File: config.mk
export PLATFORM = sky130hd
export DESIGN_NAME = dreq_level_dma
export DESIGN_NICKNAME = d
export VERILOG_FILES = /design/src/rtl/dreq_pkg.sv /design/src/rtl/dreq_sync.sv /design/src/rtl/dreq_hold.sv /design/src/rtl/dreq_seq.sv /design/src/rtl/dreq_level_dma.sv
export SDC_FILE = /design/constraint.sdc
export NUM_CORES = 1
export LEC_CHECK = 0
export BUFFER_PORTS_ARGS = -buffer_cell sky130_fd_sc_hd__buf_2
export CORE_MARGIN = 2
export CORE_UTILIZATION = 50
export CTS_CLUSTER_SIZE = 28
export DETAILED_ROUTE_END_ITERATION = 7
export PLACE_DENSITY = 0.75
export SKIP_CTS_REPAIR_TIMING = 1
export SLEW_MARGIN = 10
export SYNTH_ARGS = -nofsm -noshare
export SYNTH_HDL_FRONTEND = slang
export SYNTH_SLANG_ARGS = --single-unit
export TNS_END_PERCENT = 20
File: constraint.sdc
create_clock -name clk -period 2.2 [get_ports clk]
set_clock_uncertainty 0.05 [all_clocks]
set_input_delay 0.11 -clock clk [delete_from_list [all_inputs] [get_ports clk]]
set_output_delay 0.11 -clock clk [all_outputs]
set_load 0.02 [all_outputs]
File: src/rtl/dreq_pkg.sv
package dreq_pkg;

    typedef enum logic [1:0] {
        PH_IDLE  = 2'd0,
        PH_ARB   = 2'd1,
        PH_READ  = 2'd2,
        PH_WRITE = 2'd3
    } dma_phase_e;

    typedef struct packed {
        logic breq;
        logic rd;
        logic wr;
        logic idle;
    } bus_ctl_t;

    function automatic bus_ctl_t decode_phase(dma_phase_e p);
        bus_ctl_t c;
        c.breq = (p != PH_IDLE);
        c.rd   = (p == PH_READ);
        c.wr   = (p == PH_WRITE);
        c.idle = (p == PH_IDLE);
        return c;
    endfunction

    function automatic logic accept_window(dma_phase_e p);
        return (p == PH_IDLE) || (p == PH_ARB);
    endfunction

endpackage

File: src/rtl/dreq_sync.sv
module dreq_sync #(
    parameter int STAGES = 2
) (
    input  logic clk,
    input  logic rst,
    input  logic pin_n,
    output logic lvl_low
);
    logic [STAGES-1:0] ff_q;

    for (genvar i = 0; i < STAGES; i++) begin : g_stage
        if (i == 0) begin : g_first
            always_ff @(posedge clk) begin
                if (rst) ff_q[0] <= 1'b1;
                else     ff_q[0] <= pin_n;
            end
        end else begin : g_next
            always_ff @(posedge clk) begin
                if (rst) ff_q[i] <= 1'b1;
                else     ff_q[i] <= ff_q[i-1];
            end
        end
    end

    assign lvl_low = ~ff_q[STAGES-1];
endmodule

File: src/rtl/dreq_hold.sv
module dreq_hold (
    input  logic clk,
    input  logic rst,
    input  logic req_low,
    input  logic open_i,
    input  logic clr_i,
    output logic held_o
);
    logic held_q;

    always_ff @(posedge clk) begin
        if (rst)                     held_q <= 1'b0;
        else if (clr_i)              held_q <= 1'b0;
        else if (open_i && req_low)  held_q <= 1'b1;
    end

    assign held_o = held_q;


    held_sticky_chk: assert property (@(posedge clk) disable iff (rst)
        (held_q && !clr_i) |=> held_q);
endmodule

File: src/rtl/dreq_seq.sv
module dreq_seq
    import dreq_pkg::*;
#(
    parameter int CNT_W = 8
) (
    input  logic             clk,
    input  logic             rst,
    input  logic             en_wr,
    input  logic             dis_wr,
    input  logic [CNT_W-1:0] xfer_count,
    input  logic             held_i,
    input  logic             bus_grant,
    input  logic             rd_done,
    input  logic             wr_done,
    output dma_phase_e       phase_o,
    output logic             activate_o,
    output logic             chan_on_o,
    output logic             done_o,
    output bus_ctl_t         ctl_o
);
    localparam logic [CNT_W-1:0] LAST = CNT_W'(1);

    dma_phase_e       phase_q, phase_d;
    logic             on_q;
    logic [CNT_W-1:0] cnt_q;
    logic             done_q;
    logic             wr_fin;

    assign activate_o = (phase_q == PH_ARB) && bus_grant && on_q && !dis_wr;
    assign wr_fin     = (phase_q == PH_WRITE) && wr_done;

    always_comb begin
        phase_d = phase_q;
        unique case (phase_q)
            PH_IDLE:  if (held_i && on_q && !dis_wr) phase_d = PH_ARB;
            PH_ARB:   if (dis_wr) phase_d = PH_IDLE;
                      else if (activate_o) phase_d = PH_READ;
            PH_READ:  if (rd_done) phase_d = PH_WRITE;
            PH_WRITE: if (wr_done) phase_d = PH_IDLE;
            default:  phase_d = PH_IDLE;
        endcase
    end

    always_ff @(posedge clk) begin
        if (rst) begin
            phase_q <= PH_IDLE;
            on_q    <= 1'b0;
            cnt_q   <= '0;
            done_q  <= 1'b0;
        end else begin
            phase_q <= phase_d;
            done_q  <= wr_fin && (cnt_q == LAST);
            if (dis_wr) begin
                on_q <= 1'b0;
            end else if (en_wr && !on_q && (xfer_count != '0)) begin
                on_q  <= 1'b1;
                cnt_q <= xfer_count;
            end else if (wr_fin) begin
                cnt_q <= cnt_q - LAST;
                if (cnt_q == LAST) on_q <= 1'b0;
            end
        end
    end

    assign phase_o   = phase_q;
    assign chan_on_o = on_q;
    assign done_o    = done_q;
    assign ctl_o     = decode_phase(phase_q);


    act_starts_read_chk: assert property (@(posedge clk) disable iff (rst)
        activate_o |=> (ctl_o.rd && !held_i));

    blank_in_xfer_chk: assert property (@(posedge clk) disable iff (rst)
        (ctl_o.rd || ctl_o.wr) |-> !held_i);

    read_holds_chk: assert property (@(posedge clk) disable iff (rst)
        (ctl_o.rd && !rd_done) |=> ctl_o.rd);

    done_off_chk: assert property (@(posedge clk) disable iff (rst)
        done_q |-> !on_q);

    done_single_chk: assert property (@(posedge clk) disable iff (rst)
        done_q |=> !done_q);

    dis_drop_chk: assert property (@(posedge clk) disable iff (rst)
        ((phase_q == PH_ARB) && dis_wr) |=> (!ctl_o.breq && !on_q));
endmodule

File: src/rtl/dreq_level_dma.sv
module dreq_level_dma
    import dreq_pkg::*;
#(
    parameter int CNT_W     = 8,
    parameter int SYNC_STGS = 2
) (
    input  logic             clk,
    input  logic             rst,
    input  logic             dreq_n,
    input  logic             en_wr,
    input  logic             dis_wr,
    input  logic [CNT_W-1:0] xfer_count,
    input  logic             bus_grant,
    input  logic             rd_done,
    input  logic             wr_done,
    output logic             req_held,
    output logic             activate,
    output logic             bus_req,
    output logic             rd_cyc,
    output logic             wr_cyc,
    output logic             bus_idle,
    output logic             xfer_done,
    output logic             chan_on
);
    logic       lvl_low;
    logic       held;
    logic       act;
    logic       on;
    logic       accept_open;
    dma_phase_e phase;
    bus_ctl_t   ctl;

    dreq_sync #(.STAGES(SYNC_STGS)) u_sync (
        .clk     (clk),
        .rst     (rst),
        .pin_n   (dreq_n),
        .lvl_low (lvl_low)
    );

    assign accept_open = on && accept_window(phase) && !act;

    dreq_hold u_hold (
        .clk     (clk),
        .rst     (rst),
        .req_low (lvl_low),
        .open_i  (accept_open),
        .clr_i   (act || dis_wr),
        .held_o  (held)
    );

    dreq_seq #(.CNT_W(CNT_W)) u_seq (
        .clk        (clk),
        .rst        (rst),
        .en_wr      (en_wr),
        .dis_wr     (dis_wr),
        .xfer_count (xfer_count),
        .held_i     (held),
        .bus_grant  (bus_grant),
        .rd_done    (rd_done),
        .wr_done    (wr_done),
        .phase_o    (phase),
        .activate_o (act),
        .chan_on_o  (on),
        .done_o     (xfer_done),
        .ctl_o      (ctl)
    );

    assign req_held = held;
    assign activate = act;
    assign chan_on  = on;
    assign bus_req  = ctl.breq;
    assign rd_cyc   = ctl.rd;
    assign wr_cyc   = ctl.wr;
    assign bus_idle = ctl.idle;


    off_no_held_chk: assert property (@(posedge clk) disable iff (rst)
        !chan_on |-> !req_held);
endmodule

---- Yosys cells after proc, flatten, opt, wreduce, memory -nomap -nowiden ----
Cells that the tools add are included.
storage, ports and cells
  register bits ........................... 15
  input port bits ......................... 16
operators by class
  add/subtract/negate cells ............... 1
  equality and inequality tests ........... 8
  mux-type cells .......................... 11
  bitwise logic cells ..................... 2
  reductions and logical operators ........ 27
operators by type and width
  cell                                                                      number
  8-bit 2-to-1 mux                                                          2
  1-bit logical AND                                                         12
  2-bit 2-to-1 mux                                                          5
  8-bit by 1-bit equality test with 1-bit output (second input constant)    1
  2-bit case mux with 4 select lines                                        1
  8-bit nonzero test                                                        1
  8-bit by 1-bit subtractor with 8-bit output (second input constant)       1
  2-bit nonzero test                                                        3
  2-bit equality test (second input constant)                               2
  2-bit inequality test (second input constant)                             2
  2-bit AND reduction                                                       2
  4-bit AND reduction                                                       1
  2-bit OR reduction                                                        2
  1-bit logical NOT                                                         3
  1-bit 2-to-1 mux                                                          3
  3-bit inequality test (second input constant)                             1
  2-bit by 1-bit equality test with 1-bit output (second input constant)    1
  2-bit logical NOT                                                         1
  1-bit logical OR                                                          2
  2-bit by 1-bit inequality test with 1-bit output (second input constant)  1
  1-bit inverter                                                            2

---- Logic depth before layout (Yosys ltp) ----
  depth after elaboration ................. 7
  mapped depth ............................ 6
  gate-level depth less buffers ........... 6

---- Hierarchy ----
Synthesis repeated with hierarchy kept, for this count alone.
second synthesis, totals
  cell total of the unflattened synthesis .. 116
  area, all modules ....................... 967.2 µm²
modules (own cells, without submodules)
  module          times used  cells an instance  area an instance (µm²)  sequential area each (µm²)
  dreq_seq        1           106                858.3                   240.2
  dreq_sync       1           5                  56.3                    40.0
  dreq_hold       1           3                  38.8                    20.0
  dreq_level_dma  1           2                  13.8                    0.0

---- Worst setup path after synthesis ----
No wires, ideal clock.
  kind .................................... register to register
  start point ............................. register u_seq.on_q (netlist: u_seq.chan_on_o)
  end point ............................... register u_seq.cnt_q[2]
  setup time .............................. 0.133 ns
  data arrival time ....................... 1.443 ns
  setup slack ............................. 0.574 ns
  stages on the path, launching flop included .. 6
  path buffers ............................ 1
  clock period less this slack ............ 1.626 ns
  cell sequence ........................... dfxtp_1 -> nor2b_1 -> clkbuf_1 -> mux2_2 -> o221ai_1 -> a31oi_1
between the ends
  word-level cells in the longest chain between the ends .. 5
ends and longest elaborated chain
  item                                line            RTL
  start, declared                     dreq_seq.sv:24  logic on_q;
  start signal, assigned              dreq_seq.sv:47  on_q <= 1'b0;
  start signal, assigned              dreq_seq.sv:54  on_q <= 1'b0;
  start signal, assigned              dreq_seq.sv:56  on_q <= 1'b1;
  1-bit logical NOT (*)               dreq_seq.sv:55  end else if (en_wr && !on_q && (xfer_count != '0)) begin
  1-bit logical AND (*) (2 in a row)  dreq_seq.sv:55
  2-bit nonzero test (no line)        -
  2-bit AND reduction (no line)       -
  end signal, assigned                dreq_seq.sv:57  cnt_q <= xfer_count;
  end signal, assigned                dreq_seq.sv:59  cnt_q <= cnt_q - LAST;
  end, declared                       dreq_seq.sv:25  logic [CNT_W-1:0] cnt_q;
Every way passes the cells marked *; elsewhere a longest branch is shown, timed or not.
A chain may end at the register's enable or synchronous reset.

---- Worst setup path in the final report ----
  start point ............................. register u_seq.phase_q[0] (netlist: u_seq.phase_o[0])
  end point ............................... register u_seq.cnt_q[0]
between the ends
  word-level cells in the longest chain between the ends .. 4
ends and longest elaborated chain
  item                           line            RTL
  start, declared                dreq_seq.sv:23  dma_phase_e phase_q, phase_d;
  start signal, assigned         dreq_seq.sv:51  phase_q <= phase_d;
  2-bit equality test            dreq_seq.sv:30  assign wr_fin = (phase_q == PH_WRITE) && wr_done;
  1-bit logical AND              dreq_seq.sv:30
  2-bit nonzero test (no line)   -
  2-bit AND reduction (no line)  -
Every way passes these cells.

==> metrics.txt <==
EDFF count, synth=0; clock tree from TritonCTS=built; r2r setup slk=0.50 ns; final setup fails=0; IO Pins=24; #FFs+latches synth=15; max_cap viols=0; R2R cell count=4; GP Congestion=0.822; reg2reg end=u_seq.cnt_q[0]; Psw=0.168 mW; Initial Util=53.0%; syn nets=130; Tightest Pin Transition=between 0.5 and 0.6 ns; top cell type by total area after synthesis=dfxtp_1; Slowest Stage Delay on Critical Path=0.47 ns; DRC violations left=0; VDD IR-drop max=464 uV; die span in y=46.6 um; Cell Area, Synth=slightly above 900 um^2; placed insts=157; Vias per Instance=5.91; largest net degree at the start of global routing=17; top_reg_cell synth=dfxtp_1; DIE WIDTH=46.6 um; PwrDens=536 nW/um^2; final worst slack=0.504 ns; Post-Syn Area per Cell=8.09 um^2; Place WS=approximately 0.5 ns; Combinational Power Share=22.2%; DRT Wirelength=2230 um; port bufs=23; area of the core=between 1500 and 2000 um^2; first-pass GRT wire length=~3500 um; Crit path max-delay family=simple AND/OR/NAND/NOR gates; Final Non-Filler Cells=roughly 160; cell count after synthesis=approximately 110; relative slew slack=59.8%; Setup Crit Path Kind=register to register; Synthesis Warnings=0; total CTS buffers=3; Clk Latency, worst-skew pair=0.28 ns; status=finished, final reports clean; RSZ-0062 raised after global routing=false; Max Slew Vio Count=0; Final ANT Viol Nets=0; clock power share=26.3%; 1st-pass router iterations=4; Synth top area share=33.1%; sw frac=~29%; vias in the first global route=roughly 840; Crit path depth=4; min Tclk post-route=1.70 ns; CTS HTree Levels=1; share of power burned in registers=51.5%; DRT iter0 DRCs=35; worst hold path cell count=4; P_leak=0.440 nW; async set-reset flop share out of synthesis=0%; grt ovf=0; end of the critical path=u_seq.cnt_q[0]; endpoints failing hold=0; crit path max fanout=12; CP required=2.33 ns; Post-DP HPWL=1650 um; routed len/inst=13.7 um; Final Cycle Share=77.1%; crit end category=register; CP Launch Type=register; share of layout cells above drive strength 1=roughly a quarter; total track usage=about 22%; CTS Buffer Depth=2; WP data arrival=~1.8 ns; Synth area leaders=dfxtp_1 33%, a21oi_1 4.4%, inv_1 4.1%; Synth cell types=40; hold crit path type=input port to register; clock sink total=15; die area=2170 um^2; ANT cells=0; crit-path cells=and3_1, nand2_1, o2bb2ai_1, a211oi_1; Worst Path Buf+Inv=0; antenna violations before repair=0; internal power=0.413 mW; CTS root buf=clkbuf_4; Max Freq=0.590 GHz; Via Count=958; slowest CP cell=and3_1; Worst-path clk slew=0.08 ns; fin nets=156; Synth-to-Final Area Change=19.6%; sequential share of the synthesized area=33.1%; reg2reg start=u_seq.phase_o[0]; Setup crit start=u_seq.phase_o[0]; post-route setup TNS=0 ns; site row count=15
synthesized netlist by cell type, types with 3 or more instances:
cell type / number
dfxtp_1: 15
inv_1: 10
nand2_1: 9
a21oi_1: 8
nand3_1: 5
nor2_1: 5
clkbuf_1: 4
nor3_1: 4
a31oi_1: 3
nand4b_1: 3
nor2b_1: 3
o211ai_1: 3
o21ai_0: 3
o32ai_1: 3
or2_2: 3
flip-flops by register name, summed over array words and instances, names as in the netlist, named ones only:
name	count
u_seq.cnt_q	8
u_sync.ff_q	2
u_hold.held_o	1
u_seq.chan_on_o	1
u_seq.done_o	1
u_seq.phase_o	1
cell type report:
| cell class | instances | area, um^2 |
|---|---|---|
| Clock buffer | 4 | 26.3 |
| Fill cell | 148 | 624 |
| Inverter | 10 | 37.5 |
| Multi-Input combinational cell | 82 | 548 |
| Sequential cell | 15 | 300 |
| Tap cell | 25 | 31.3 |
| Timing Repair Buffer | 26 | 140 |
power by group through the flow:
stage | Clock [mW] | Combinational, mW | Sequential (mW)
6_report | 0.153 | 0.129 | 0.299
5_1_grt | 0.166 | 0.141 | 0.300
4_1_cts | 0.156 | 0.125 | 0.298
3_5_place_dp | 0 | 0.124 | 0.305
3_3_place_gp | 0 | 0.122 | 0.304
2_1_floorplan | 0 | 0.0849 | 0.302
tightest hold or removal path, stage by stage:
cell	delay [ns]
buf_2	0.08
mux2i_1	0.06
nand2_1	0.06
a21oi_1	0.06
layer usage:
layer	global-route usage, %	vias to the layer above	wire length (um)
li1	-	469	-
met1	26.5	438	957
met2	39.4	41	1100
met3	6.27	10	131
met4	3.43	0	37
met5	0	-	0
kinds of logic after synthesis:
| group | count (synthesis) | share of synthesized area [%] |
|---|---|---|
| flip-flops | 15 | 33.1 |
| AO/OA/AOI/OAI | 35 | 28.0 |
| adder cells (fa/ha/maj) | 2 | 2.76 |
| buffers and inverters | 15 | 6.35 |
| multiplexers | 2 | 2.35 |
| AND/OR/NAND/NOR | 43 | 27.3 |
layout by cell type, fill, tap and decap left out, drive strengths merged, types with 2 or more instances in the layout:
master and n:
o21ai 4, nor3 4, o211ai 3, nor2 5, dfxtp 15, nor2b 3
and2 2, a21o 2, o32ai 3, o2bb2ai 2, or4 2, a21oi 8
clkbuf 4, inv 10, or2 3, o21a 2, nand2 9, buf 25
nand3 5, ha 2, nor3b 2, a31oi 3, nand4b 3
stage by stage:
stage	util (%)	area [um^2]	hold WS, ns	total power, mW
2_1_floorplan	-	906	0.164	0.387
6_report	63.4	1080	0.0786	0.581
5_1_grt	63.4	1080	0.106	0.608
4_1_cts	62.9	1070	-0.0408	0.580
3_5_place_dp	61.3	1050	0.252	0.429
3_3_place_gp	61.3	1050	0.245	0.426
worst min-delay path by stage:
stage / startpoint / end / slack [ns]
2_1_floorplan: dreq_n / u_sync.ff_q[0] / 0.16
3_3_place_gp: dreq_n / u_sync.ff_q[0] / 0.24
3_5_place_dp: dreq_n / u_sync.ff_q[0] / 0.25
4_1_cts: dreq_n / u_sync.ff_q[0] / -0.04
5_1_grt: wr_done / u_seq.phase_o[0] / 0.11
6_report: wr_done / u_seq.phase_o[0] / 0.08
Note: power is estimated with default switching activity, not from simulation.
